**src/rtl/hmb_pkg.sv**
```systemverilog
package hmb_pkg;

    localparam int HMB_DW = 8;

    typedef enum logic [1:0] {
        REG_DIN  = 2'd0,
        REG_STAT = 2'd1,
        REG_DOUT = 2'd2,
        REG_NONE = 2'd3
    } hmb_region_e;

    // Value placed in outbound slot 0 on acknowledge
    function automatic logic [HMB_DW-1:0] ack_value(
        input logic [HMB_DW-1:0] cmd,
        input logic [HMB_DW-1:0] sid,
        input logic [HMB_DW-1:0] rev_cmd,
        input logic [HMB_DW-1:0] rev_code
    );
        return (cmd == rev_cmd) ? rev_code : sid;
    endfunction

endpackage

```
**src/rtl/hmb_sync_edge.sv**
```systemverilog
module hmb_sync_edge #(
    parameter int STAGES = 2
) (
    input  logic clk,
    input  logic rst,
    input  logic async_in,
    output logic rise
);
    logic [STAGES:0] sh_q;

    always_ff @(posedge clk) begin
        if (rst) sh_q <= '0;
        else     sh_q <= {sh_q[STAGES-1:0], async_in};
    end

    assign rise = sh_q[STAGES-1] & ~sh_q[STAGES];
endmodule

```
**src/rtl/hmb_din_bank.sv**
```systemverilog
module hmb_din_bank
    import hmb_pkg::*;
#(
    parameter int N_DIN  = 4,
    parameter int DIN_IW = $clog2(N_DIN)
) (
    input  logic                          clk,
    input  logic                          rst,
    input  logic                          wr_evt,
    input  logic [DIN_IW-1:0]             wr_idx,
    input  logic [HMB_DW-1:0]             wr_data,
    input  logic                          rd_pulse,
    input  logic [DIN_IW-1:0]             rd_idx,
    output logic [N_DIN-1:0][HMB_DW-1:0]  din_q,
    output logic [N_DIN-1:0]              stat_q
);
    logic [N_DIN-1:0] wr_hit;
    logic [N_DIN-1:0] rd_hit;

    for (genvar i = 0; i < N_DIN; i++) begin : g_hit
        assign wr_hit[i] = wr_evt   && (wr_idx == DIN_IW'(i));
        assign rd_hit[i] = rd_pulse && (rd_idx == DIN_IW'(i));
    end

    always_ff @(posedge clk) begin
        if (rst) begin
            din_q  <= '0;
            stat_q <= '0;
        end else begin
            for (int i = 0; i < N_DIN; i++) begin
                if (wr_hit[i]) begin
                    din_q[i]  <= wr_data;
                    stat_q[i] <= 1'b1;
                end else if (rd_hit[i]) begin
                    stat_q[i] <= 1'b0;
                end
            end
        end
    end
endmodule

```
**src/rtl/hmb_dout_bank.sv**
```systemverilog
module hmb_dout_bank
    import hmb_pkg::*;
#(
    parameter int N_DOUT  = 16,
    parameter int DOUT_IW = $clog2(N_DOUT)
) (
    input  logic                           clk,
    input  logic                           rst,
    input  logic                           we,
    input  logic [DOUT_IW-1:0]             widx,
    input  logic [HMB_DW-1:0]              wdata,
    input  logic                           irq_clr,
    output logic [N_DOUT-1:0][HMB_DW-1:0]  dout_q,
    output logic                           irq_q
);
    always_ff @(posedge clk) begin
        if (rst) begin
            dout_q <= '0;
            irq_q  <= 1'b0;
        end else begin
            if (we) dout_q[widx] <= wdata;
            if (we && widx == '0) irq_q <= 1'b1;
            else if (irq_clr)     irq_q <= 1'b0;
        end
    end
endmodule

```
**src/rtl/hmb_mailbox.sv**
```systemverilog
module hmb_mailbox
    import hmb_pkg::*;
#(
    parameter int                N_DIN       = 4,
    parameter int                N_DOUT      = 16,
    parameter int                SYNC_STAGES = 2,
    parameter logic [HMB_DW-1:0] REV_CMD     = 8'h0D,
    parameter logic [HMB_DW-1:0] REV_CODE    = 8'h5A,
    parameter int                AW          = $clog2(N_DIN + 1 + N_DOUT),
    parameter int                DIN_IW      = $clog2(N_DIN),
    parameter int                DOUT_IW     = $clog2(N_DOUT)
) (
    input  logic               clk,
    input  logic               rst,
    input  logic [AW-1:0]      host_addr,
    input  logic [HMB_DW-1:0]  host_wdata,
    input  logic               host_wr,
    input  logic               host_rd,
    output logic [HMB_DW-1:0]  host_rdata,
    output logic               host_irq,
    input  logic               core_rd,
    input  logic [DIN_IW-1:0]  core_rd_idx,
    output logic [HMB_DW-1:0]  core_din,
    output logic               core_cmd_valid,
    output logic [HMB_DW-1:0]  core_cmd_code,
    input  logic               core_ack,
    input  logic               core_wr,
    input  logic [DOUT_IW-1:0] core_wr_idx,
    input  logic [HMB_DW-1:0]  core_wdata
);
    localparam logic [AW-1:0] A_STAT  = AW'(N_DIN);
    localparam logic [AW-1:0] A_DOUT0 = AW'(N_DIN + 1);
    localparam logic [AW-1:0] A_END   = AW'(N_DIN + 1 + N_DOUT);

    logic wr_evt, rd_evt, cmd_evt, ack_fire;
    hmb_region_e           reg_kind;
    logic [DIN_IW-1:0]     din_idx;
    logic [DOUT_IW-1:0]    dout_idx;
    logic [N_DIN-1:0][HMB_DW-1:0]  din_q;
    logic [N_DIN-1:0]              stat_q;
    logic [N_DOUT-1:0][HMB_DW-1:0] dout_q;
    logic [HMB_DW-1:0]     cmd_q, sid_q;
    logic                  valid_q;
    logic                  do_we;
    logic [DOUT_IW-1:0]    do_idx;
    logic [HMB_DW-1:0]     do_data;

    hmb_sync_edge #(.STAGES(SYNC_STAGES)) u_wr_sync (
        .clk(clk), .rst(rst), .async_in(host_wr), .rise(wr_evt));
    hmb_sync_edge #(.STAGES(SYNC_STAGES)) u_rd_sync (
        .clk(clk), .rst(rst), .async_in(host_rd), .rise(rd_evt));

    // Address decode
    always_comb begin
        din_idx  = DIN_IW'(host_addr);
        dout_idx = DOUT_IW'(host_addr - A_DOUT0);
        if (host_addr < A_STAT)       reg_kind = REG_DIN;
        else if (host_addr == A_STAT) reg_kind = REG_STAT;
        else if (host_addr < A_END)   reg_kind = REG_DOUT;
        else                          reg_kind = REG_NONE;
    end

    assign cmd_evt  = wr_evt && (reg_kind == REG_DIN) && (din_idx == '0);
    assign ack_fire = core_ack && valid_q;

    hmb_din_bank #(.N_DIN(N_DIN), .DIN_IW(DIN_IW)) u_din (
        .clk(clk), .rst(rst),
        .wr_evt(wr_evt && reg_kind == REG_DIN), .wr_idx(din_idx),
        .wr_data(host_wdata),
        .rd_pulse(core_rd), .rd_idx(core_rd_idx),
        .din_q(din_q), .stat_q(stat_q));

    // Command latch: code and serial ID captured at the command write
    always_ff @(posedge clk) begin
        if (rst) begin
            cmd_q   <= '0;
            sid_q   <= '0;
            valid_q <= 1'b0;
        end else if (cmd_evt) begin
            cmd_q   <= host_wdata;
            sid_q   <= din_q[1];
            valid_q <= 1'b1;
        end else if (ack_fire) begin
            valid_q <= 1'b0;
        end
    end

    // Acknowledge has priority over a core write in the same cycle
    always_comb begin
        do_we   = ack_fire || core_wr;
        do_idx  = ack_fire ? '0 : core_wr_idx;
        do_data = ack_fire ? ack_value(cmd_q, sid_q, REV_CMD, REV_CODE) : core_wdata;
    end

    hmb_dout_bank #(.N_DOUT(N_DOUT), .DOUT_IW(DOUT_IW)) u_dout (
        .clk(clk), .rst(rst),
        .we(do_we), .widx(do_idx), .wdata(do_data),
        .irq_clr(rd_evt && host_addr == A_DOUT0),
        .dout_q(dout_q), .irq_q(host_irq));

    always_comb begin
        case (reg_kind)
            REG_DIN:  host_rdata = din_q[din_idx];
            REG_STAT: host_rdata = {{(HMB_DW-N_DIN){1'b0}}, stat_q};
            REG_DOUT: host_rdata = dout_q[dout_idx];
            default:  host_rdata = '0;
        endcase
    end

    assign core_din       = din_q[core_rd_idx];
    assign core_cmd_valid = valid_q;
    assign core_cmd_code  = cmd_q;
endmodule

```
**config.mk**
```make
export PLATFORM = sky130hd
export DESIGN_NAME = hmb_mailbox
export DESIGN_NICKNAME = d
export VERILOG_FILES = /design/src/rtl/hmb_pkg.sv /design/src/rtl/hmb_sync_edge.sv /design/src/rtl/hmb_din_bank.sv /design/src/rtl/hmb_dout_bank.sv /design/src/rtl/hmb_mailbox.sv
export SDC_FILE = /design/constraint.sdc
export NUM_CORES = 1
export LEC_CHECK = 0
export ABC_AREA = 1
export BUFFER_PORTS_ARGS = -buffer_cell sky130_fd_sc_hd__buf_2
export CAP_MARGIN = 20
export CORE_MARGIN = 8
export CORE_UTILIZATION = 43
export CTS_CLUSTER_SIZE = 10
export DETAILED_ROUTE_END_ITERATION = 8
export GPL_TIMING_DRIVEN = 0
export PLACE_DENSITY = 0.61
export SYNTH_ARGS = -nofsm -noshare
export SYNTH_HDL_FRONTEND = slang
export SYNTH_HIERARCHICAL = 1
export SYNTH_SLANG_ARGS = --single-unit
```
**constraint.sdc**
```tcl
create_clock -name clk -period 2.5 [get_ports clk]
set_input_delay 0.375 -clock clk [delete_from_list [all_inputs] [get_ports clk]]
set_output_delay 0.375 -clock clk [all_outputs]
set_load 0.02 [all_outputs]
```
==> summary.txt, run 1 <==
Yosys
  – Portion of netlist area occupied by mux cells: 0%
  – Number of enable flip-flop cells after synthesis: 0
  – Unique masters post-synth: 32
  – Cell type with the largest total area after synthesis: dfxtp_1
  – Synth top area share: between 30 and 40%
  – Synthesized Nets: roughly 1500
  – Async set-or-reset flop fraction in the synthesized netlist: 0%
  – Mean cell area of the mapped netlist: approximately 6.4 sq um
  – Synthesized instance count: approximately 1500
  – Compound-gate portion of the synthesized area: around 5.7%
  – Combinational family with the most area after synthesis: simple AND/OR/NAND/NOR gates
  – Sequential-to-total area share from yosys stat: about two fifths
  – Area contributors post-synth: dfxtp_1 39%, nand2_1 18%, nor2_1 12%
  – Simple-gate share of the synthesized area: approximately 46%
  – Adder-Cell Fraction of Synth Area: less than 1%
  – Post-synthesis share of cell area spent on xor and xnor gates: less than 1%
  – Most used flip-flop cell after synthesis: dfxtp_1
  – Post-Synthesis Cell Area: between 9000 and 10000 sq um
  – Flop and latch count out of synthesis: roughly 190
  – Ys Warns: 6

Final layout
  – Most common cell after layout, fill and taps aside: nand2_1
  – Layout area overhead: 19.5%
  – Fraction of layout instances using a drive strength above 1: approximately 16%
  – Net count reported at finish: ~1600
  – Post-layout instance area: approximately 11000 sq um
  – Ant diodes: 0
  – Commonest non-fill, non-tap cells in the layout: 443 x nand2_1, 301 x nor2_1, 188 x dfxtp_1, 144 x nand3_1, 81 x inv_1
  – Final core occ: between 50% and 60%

Floorplanning
  – Effective utilization at floorplan: around 44%
  – DIE WIDTH: 165 um
  – Core outline area: approximately 22000 sq um
  – I/O pin total: 60
  – Row Count: 54
  – Area of the die: between 20000 and 30000 sq um
  – Chip height: roughly 160 um

Run
  – Number of maximum-capacitance violations: 0

Critical path
  – Worst reg2reg path endpoint: u_dout/dout_q[121]$_SDFFE_PP0P_
  – Startpoint type of the worst setup path: input port
  – Largest driver fanout on the critical path: 10
  – Worst Path Class, Setup: in -> out
  – Worst EP required: around 2.1 ns
  – Internal reg-to-reg setup slack: 0.12 ns
  – R2R cell count: 8
  – Arrival time of data at the critical path endpoint: between 2 and 2.5 ns
  – Crit. End Element: output pin
  – Critical R2R Launch: core_cmd_code[1]$_SDFFE_PP0P_

Drt
  – Initial detailed-routing violation count: around 1000
  – Via count of the routed design: approximately 10000
  – Residual DRC count: 0
  – Routed length per placed instance: 17.8 um
  – Final wirelength: ~33000 um
  – Number of optimization iterations in the first detailed-route pass: 6
  – Antenna Violating Nets Remaining: 0
  – Routed via count divided by cell count: about 5.4

Placed design
  – Cell area after placement: slightly above 10000 sq um
  – Post-detailed-placement half-perimeter wirelength: ~24000 um
  – Count of input and output buffers: just under 60
  – Gpl congestion: roughly 1.0
  – Pre-CTS setup slack: -1.43 ns

Power
  – P_leak: 4.79 nW
  – Total design power: between 6 and 7 mW
  – Maximum vdd ir drop: 0.456 mV
  – Pwr dens: approximately 600 nW/um^2

STA
  – Fin crit period: roughly 2.5 ns
  – Fmax: 401 MHz
  – Unrepaired setup endpoints after global routing: true
  – Worst-margin pin slew: about 0.72 ns
  – Number of endpoints with negative hold slack in the final report: 0
  – Hold Slack: ~0.14 ns
  – Final cycle utilization of the critical path: 99.9%
  – Worst setup skew after layout: slightly above 0.009 ns
  – Worst slew margin relative to its limit: 51.9%
  – Pins over their slew limit: 0
  – Worst path setup slack after routing: approximately 0.0032 ns
  – Finish-stage setup viols: 0

Global routing
  – Remaining global-route overflow: 0
  – Antenna violations before repair: 0
  – All-layer global routing usage: roughly 24%
  – Via count of the first global-routing pass: roughly 9000
  – First-pass GRT wire length: roughly 51000 um
  – Pin count of the biggest net entering global routing: 17

Clock tree
  – Clock root cell: clkbuf_16
  – Max Root-Sink Buffers: 2
  – Sink Count: about 190
  – Clock edge transition at the registers on the reported setup and hold paths: about 0.070 ns
  – Clock latency reported for the late side of the worst-skew pair: ~0.44 ns
  – CTS tree: built
  – CTS Buf Count: 17
  – Max H-tree Level: 4
  – Hold buffer count at CTS: 0

Worst hold path
  – Instance count along the most critical hold path: 3
  – Min-Delay Startpoint: host_wr
  – Class of the tightest hold or removal check: in -> reg
  – Endpoint of the worst hold-timing path: u_wr_sync/sh_q[0]$_SDFF_PP0_

Run status
  – Run status: finished, final reports clean
==> what timing repair did <==
action                     in CTS  in global routing
gates resized for setup        87                 83
hold endpoints to repair        0                  0
setup buffers                   4                  1
pin swaps                       6                 17
setup endpoints to repair     128                137
==> stage by stage <==
| stage | setup TNS, ns | instances |
|---|---|---|
| 3_5_place_dp | -46.09 | 1834 |
| 2_1_floorplan | 0 | 1495 |
| 6_report | 0 | 1869 |
| 5_1_grt | -0.0983 | 1869 |
| 4_1_cts | 0 | 1868 |
| 3_3_place_gp | -46.34 | 1834 |
==> sequential cells by signal (all words and copies together) (netlist names) <==
| name | count |
|---|---|
| core_cmd_code | 8 |
| core_cmd_valid | 1 |
| sid_q | 8 |
| u_din/din_q | 32 |
| u_din/stat_q | 4 |
| u_dout/dout_q | 128 |
| u_dout/irq_q | 1 |
| u_rd_sync/sh_q | 3 |
| u_wr_sync/sh_q | 3 |
==> worst max-delay path: stages <==
cell and delay [ns]:
buf_4 0.14, buf_12 0.12, inv_8 0.05, clkbuf_16 0.15, ha_4 0.34, inv_6 0.07, clkbuf_16 0.17, nand3_1 0.11
nand3_2 0.13, nand3_4 0.13, nand3_1 0.09, nand2_2 0.10, buf_6 0.12
==> cells by family (layout without fill, tap and decap cells) <==
logic type	Yosys count	in the layout
AOI/OAI and AO/OA	98	98
adders and majority gates	3	3
xor gates and xnor gates	2	2
and+or+nand+nor	1027	1027
buffers and inverters	177	271
DFF	188	188
==> synthesized netlist by cell type, types with 5 or more instances <==
library cell	number
nor2_2	5
o22ai_1	12
clkbuf_1	34
nand3_1	182
nand2_1	449
nand4_1	56
nor2_1	317
o21ai_0	25
a21oi_1	53
dfxtp_1	188
inv_1	82
a21oi_2	5
buf_4	9
buf_1	24
buf_6	5
buf_2	14
nand3_2	7
==> report_power, final <==
| group | internal, mW | switching (mW) | leakage (nW) |
|---|---|---|---|
| Combinational | 0.353 | 0.749 | 2.98 |
| Clock | 1.53 | 1.25 | 0.289 |
| Sequential | 3.04 | 0.0260 | 1.52 |
==> metal layers <==
metal | GRT usage [%] | vias to the layer above | share of wire, % | routed length, um
li1 | - | 4930 | - | -
met1 | 33.7 | 4661 | 45 | 15000
met2 | 37.9 | 380 | 45 | 15200
met3 | 4.51 | 48 | 7.7 | 2580
met4 | 7.49 | 0 | 1.8 | 598
met5 | 0 | - | 0 | 0
==> layout make-up <==
type / count / area [sq um]
inverter: 87 / 350
clock buffer: 19 / 453
buffer: 88 / 624
tap: 280 / 350
multi-input combinational: 1130 / 5370
sequential: 188 / 3760
timing repair buffer: 64 / 359
fill: 2296 / 10400
clock inverter: 13 / 139
==> worst max-delay path by stage <==
stage	to	cells after the start	start
6_report	host_rdata[1]	13	host_addr[0]
5_1_grt	host_rdata[5]	13	host_addr[0]
4_1_cts	u_dout/dout_q[118]$_SDFFE_PP0P_	10	core_cmd_valid$_SDFFE_PP0P_
3_5_place_dp	host_rdata[5]	13	host_addr[1]
3_3_place_gp	host_rdata[5]	13	host_addr[1]
2_1_floorplan	host_rdata[1]	11	host_addr[1]
Note: power is estimated with default switching activity, not from simulation.
==> run 2, diff against run 1 <==
==> constraint.sdc (replaced) <==
create_clock -name clk -period 2.5 [get_ports clk]
set_input_delay 0.5 -clock clk [delete_from_list [all_inputs] [get_ports clk]]
set_output_delay 0.5 -clock clk [all_outputs]
set_load 0.02 [all_outputs]
==> summary.txt, run 2 (synthesis gave the netlist of run 1 again) <==
Run status
  – Run status: finished with violations
  – Violations in the final reports: setup timing

Floorplanning
  – Area of the die: roughly 27000 sq um
  – Effective utilization at floorplan: between 40% and 50%
  – I/O pin total: 60
  – Row Count: 54
  – Core outline area: 21800 sq um
  – Chip height: ~160 um
  – DIE WIDTH: ~160 um

Global routing
  – First-pass GRT wire length: roughly 53000 um
  – Pin count of the biggest net entering global routing: 18
  – Antenna violations before repair: 0
  – Remaining global-route overflow: 0
  – All-layer global routing usage: 25.5%
  – Via count of the first global-routing pass: around 9400

Critical path
  – Worst reg2reg path endpoint: u_dout/dout_q[59]$_SDFFE_PP0P_
  – Critical R2R Launch: core_cmd_code[2]$_SDFFE_PP0P_
  – R2R cell count: 9
  – Worst EP required: roughly 2 ns
  – Largest driver fanout on the critical path: 12
  – Internal reg-to-reg setup slack: about 0.090 ns
  – Startpoint type of the worst setup path: input port
  – Worst Path Class, Setup: in -> out
  – Crit. End Element: output pin
  – Arrival time of data at the critical path endpoint: ~2.2 ns

Final layout
  – Post-layout instance area: roughly 12000 sq um
  – Most common cell after layout, fill and taps aside: nand2_1
  – Largest reg by FF count: u_dout/dout_q
  – Largest registers: u_dout/dout_q (128), u_din/din_q (32)
  – Fraction of layout instances using a drive strength above 1: about a fifth
  – Net count reported at finish: about 1600
  – Commonest non-fill, non-tap cells in the layout: 434 x nand2_1, 300 x nor2_1, 188 x dfxtp_1, 102 x nand3_1, 80 x inv_1
  – Ant diodes: 0
  – Max FFs per register: 128
  – Final cell count without fillers: 1885
  – Layout area overhead: 28.4%

STA
  – Final cycle utilization of the critical path: 106%
  – Finish-stage setup viols: 8
  – Fin crit period: between 2 and 3 ns
  – Worst-margin pin slew: 0.960 ns
  – Worst slew margin relative to its limit: ~36%
  – Unrepaired setup endpoints after global routing: true
  – Worst path setup slack after routing: -0.152 ns
  – Pins over their slew limit: 0
  – Number of endpoints with negative hold slack in the final report: 0
  – Worst setup skew after layout: ~0.013 ns
  – Fmax: ~380 MHz

Drt
  – Number of optimization iterations in the first detailed-route pass: 5
  – Initial detailed-routing violation count: between 1000 and 1500
  – Antenna Violating Nets Remaining: 0
  – Routed length per placed instance: between 15 and 20 um
  – Residual DRC count: 0
  – Final wirelength: ~35000 um
  – Via count of the routed design: approximately 10000
  – Routed via count divided by cell count: 5.44

Placed design
  – Pre-CTS setup slack: -1.13 ns
  – Cell area after placement: slightly above 10000 sq um
  – Gpl congestion: 0.996
  – Count of input and output buffers: between 50 and 60
  – Post-detailed-placement half-perimeter wirelength: about 24000 um
  – Placed cells: between 1500 and 2000

Worst hold path
  – Min-Delay Startpoint: host_rd
  – Class of the tightest hold or removal check: in -> reg
  – Endpoint of the worst hold-timing path: u_rd_sync/sh_q[0]$_SDFF_PP0_
  – Instance count along the most critical hold path: 3

Clock tree
  – Max H-tree Level: 4
  – CTS tree: built
  – Clock latency reported for the late side of the worst-skew pair: 0.44 ns
  – Max Root-Sink Buffers: 2
  – Hold buffer count at CTS: 0
  – Clock root cell: clkbuf_16
  – Sink Count: 188
  – CTS Buf Count: 17
  – Clock edge transition at the registers on the reported setup and hold paths: 0.07 ns

Power
  – P_leak: 5.09 nW
  – Maximum vdd ir drop: slightly below 0.4 mV
  – Pwr dens: approximately 600 nW/um^2

Run
  – Number of maximum-capacitance violations: 0
run 2: cell types whose count changed in the layout (fill, tap and decap cells not counted), moves of 3 or more:
cell,before,now
buf_1,14,17
buf_4,24,21
buf_6,7,18
clkbuf_16,20,24
clkbuf_2,9,5
nand2_1,443,434
nand2_2,6,13
nand3_1,144,102
nand3_2,38,51
nand3_4,7,36
nor2_2,18,9
nor2_4,6,16
run 2: worst max-delay path by stage:
stage,start,slack (ns),end
floorplan,host_addr[0],0.02,host_rdata[1]
global placement,host_addr[0],-1.11,host_rdata[5]
detailed placement,host_addr[0],-1.13,host_rdata[4]
CTS,host_addr[0],-0.14,host_rdata[4]
global route,host_addr[1],-0.16,host_rdata[6]
finish,host_addr[1],-0.15,host_rdata[7]
run 2: area by class of cell:
class                           count  area (sq um)
Clock buffer                       18           439
Buffer                             87           629
Clock inverter                     14           180
Sequential cell                   188          3760
Multi-Input combinational cell   1130          5870
Tap cell                          280           350
Inverter                           87           372
Timing Repair Buffer               81           641
Fill cell                        2128          9570
run 2: critical path, stage by stage:
cell       delay, ns
buf_8           0.15
clkinv_8        0.11
ha_4            0.41
clkinv_8        0.14
clkbuf_16       0.20
nand3_2         0.08
nand3_2         0.10
nand3_4         0.12
nand3_2         0.09
nand2_2         0.11
buf_6           0.12
run 2: timing repair:
item | CTS | global route
setup buffers | 13 | 4
setup endpoints to repair | 130 | 137
pin swaps | 28 | 29
gates cloned | 5 | 0
gates resized for setup | 162 | 90
run 2: power breakdown:
group	total [mW]	internal, mW	switching [mW]
registers	3.07	3.04	0.0270
logic	1.34	0.478	0.861
clock network	2.93	1.63	1.30
total	7.34	5.15	2.18
run 2: metal layers:
| metal | share of wire [%] | vias to the layer above | track usage, % |
|---|---|---|---|
| met5 | 0 | - | 0 |
| met4 | 2.8 | 0 | 9.01 |
| met3 | 8.1 | 72 | 4.19 |
| met2 | 45 | 453 | 39.2 |
| met1 | 44 | 4751 | 35.4 |
| li1 | - | 4970 | - |
run 2: metrics by stage:
| step | hold WS (ns) | power [mW] | TNS [ns] | util (%) |
|---|---|---|---|---|
| floorplan | 0.388 | 3.73 | 0 | - |
| detailed placement | 0.395 | 4.08 | -59.96 | 47.0 |
| global placement | 0.398 | 4.07 | -59.99 | 47.0 |
| finish | 0.264 | 7.34 | -0.880 | 56.1 |
| CTS | 0.261 | 7.24 | -0.983 | 54.3 |
| global route | 0.253 | 7.57 | -1.20 | 56.1 |
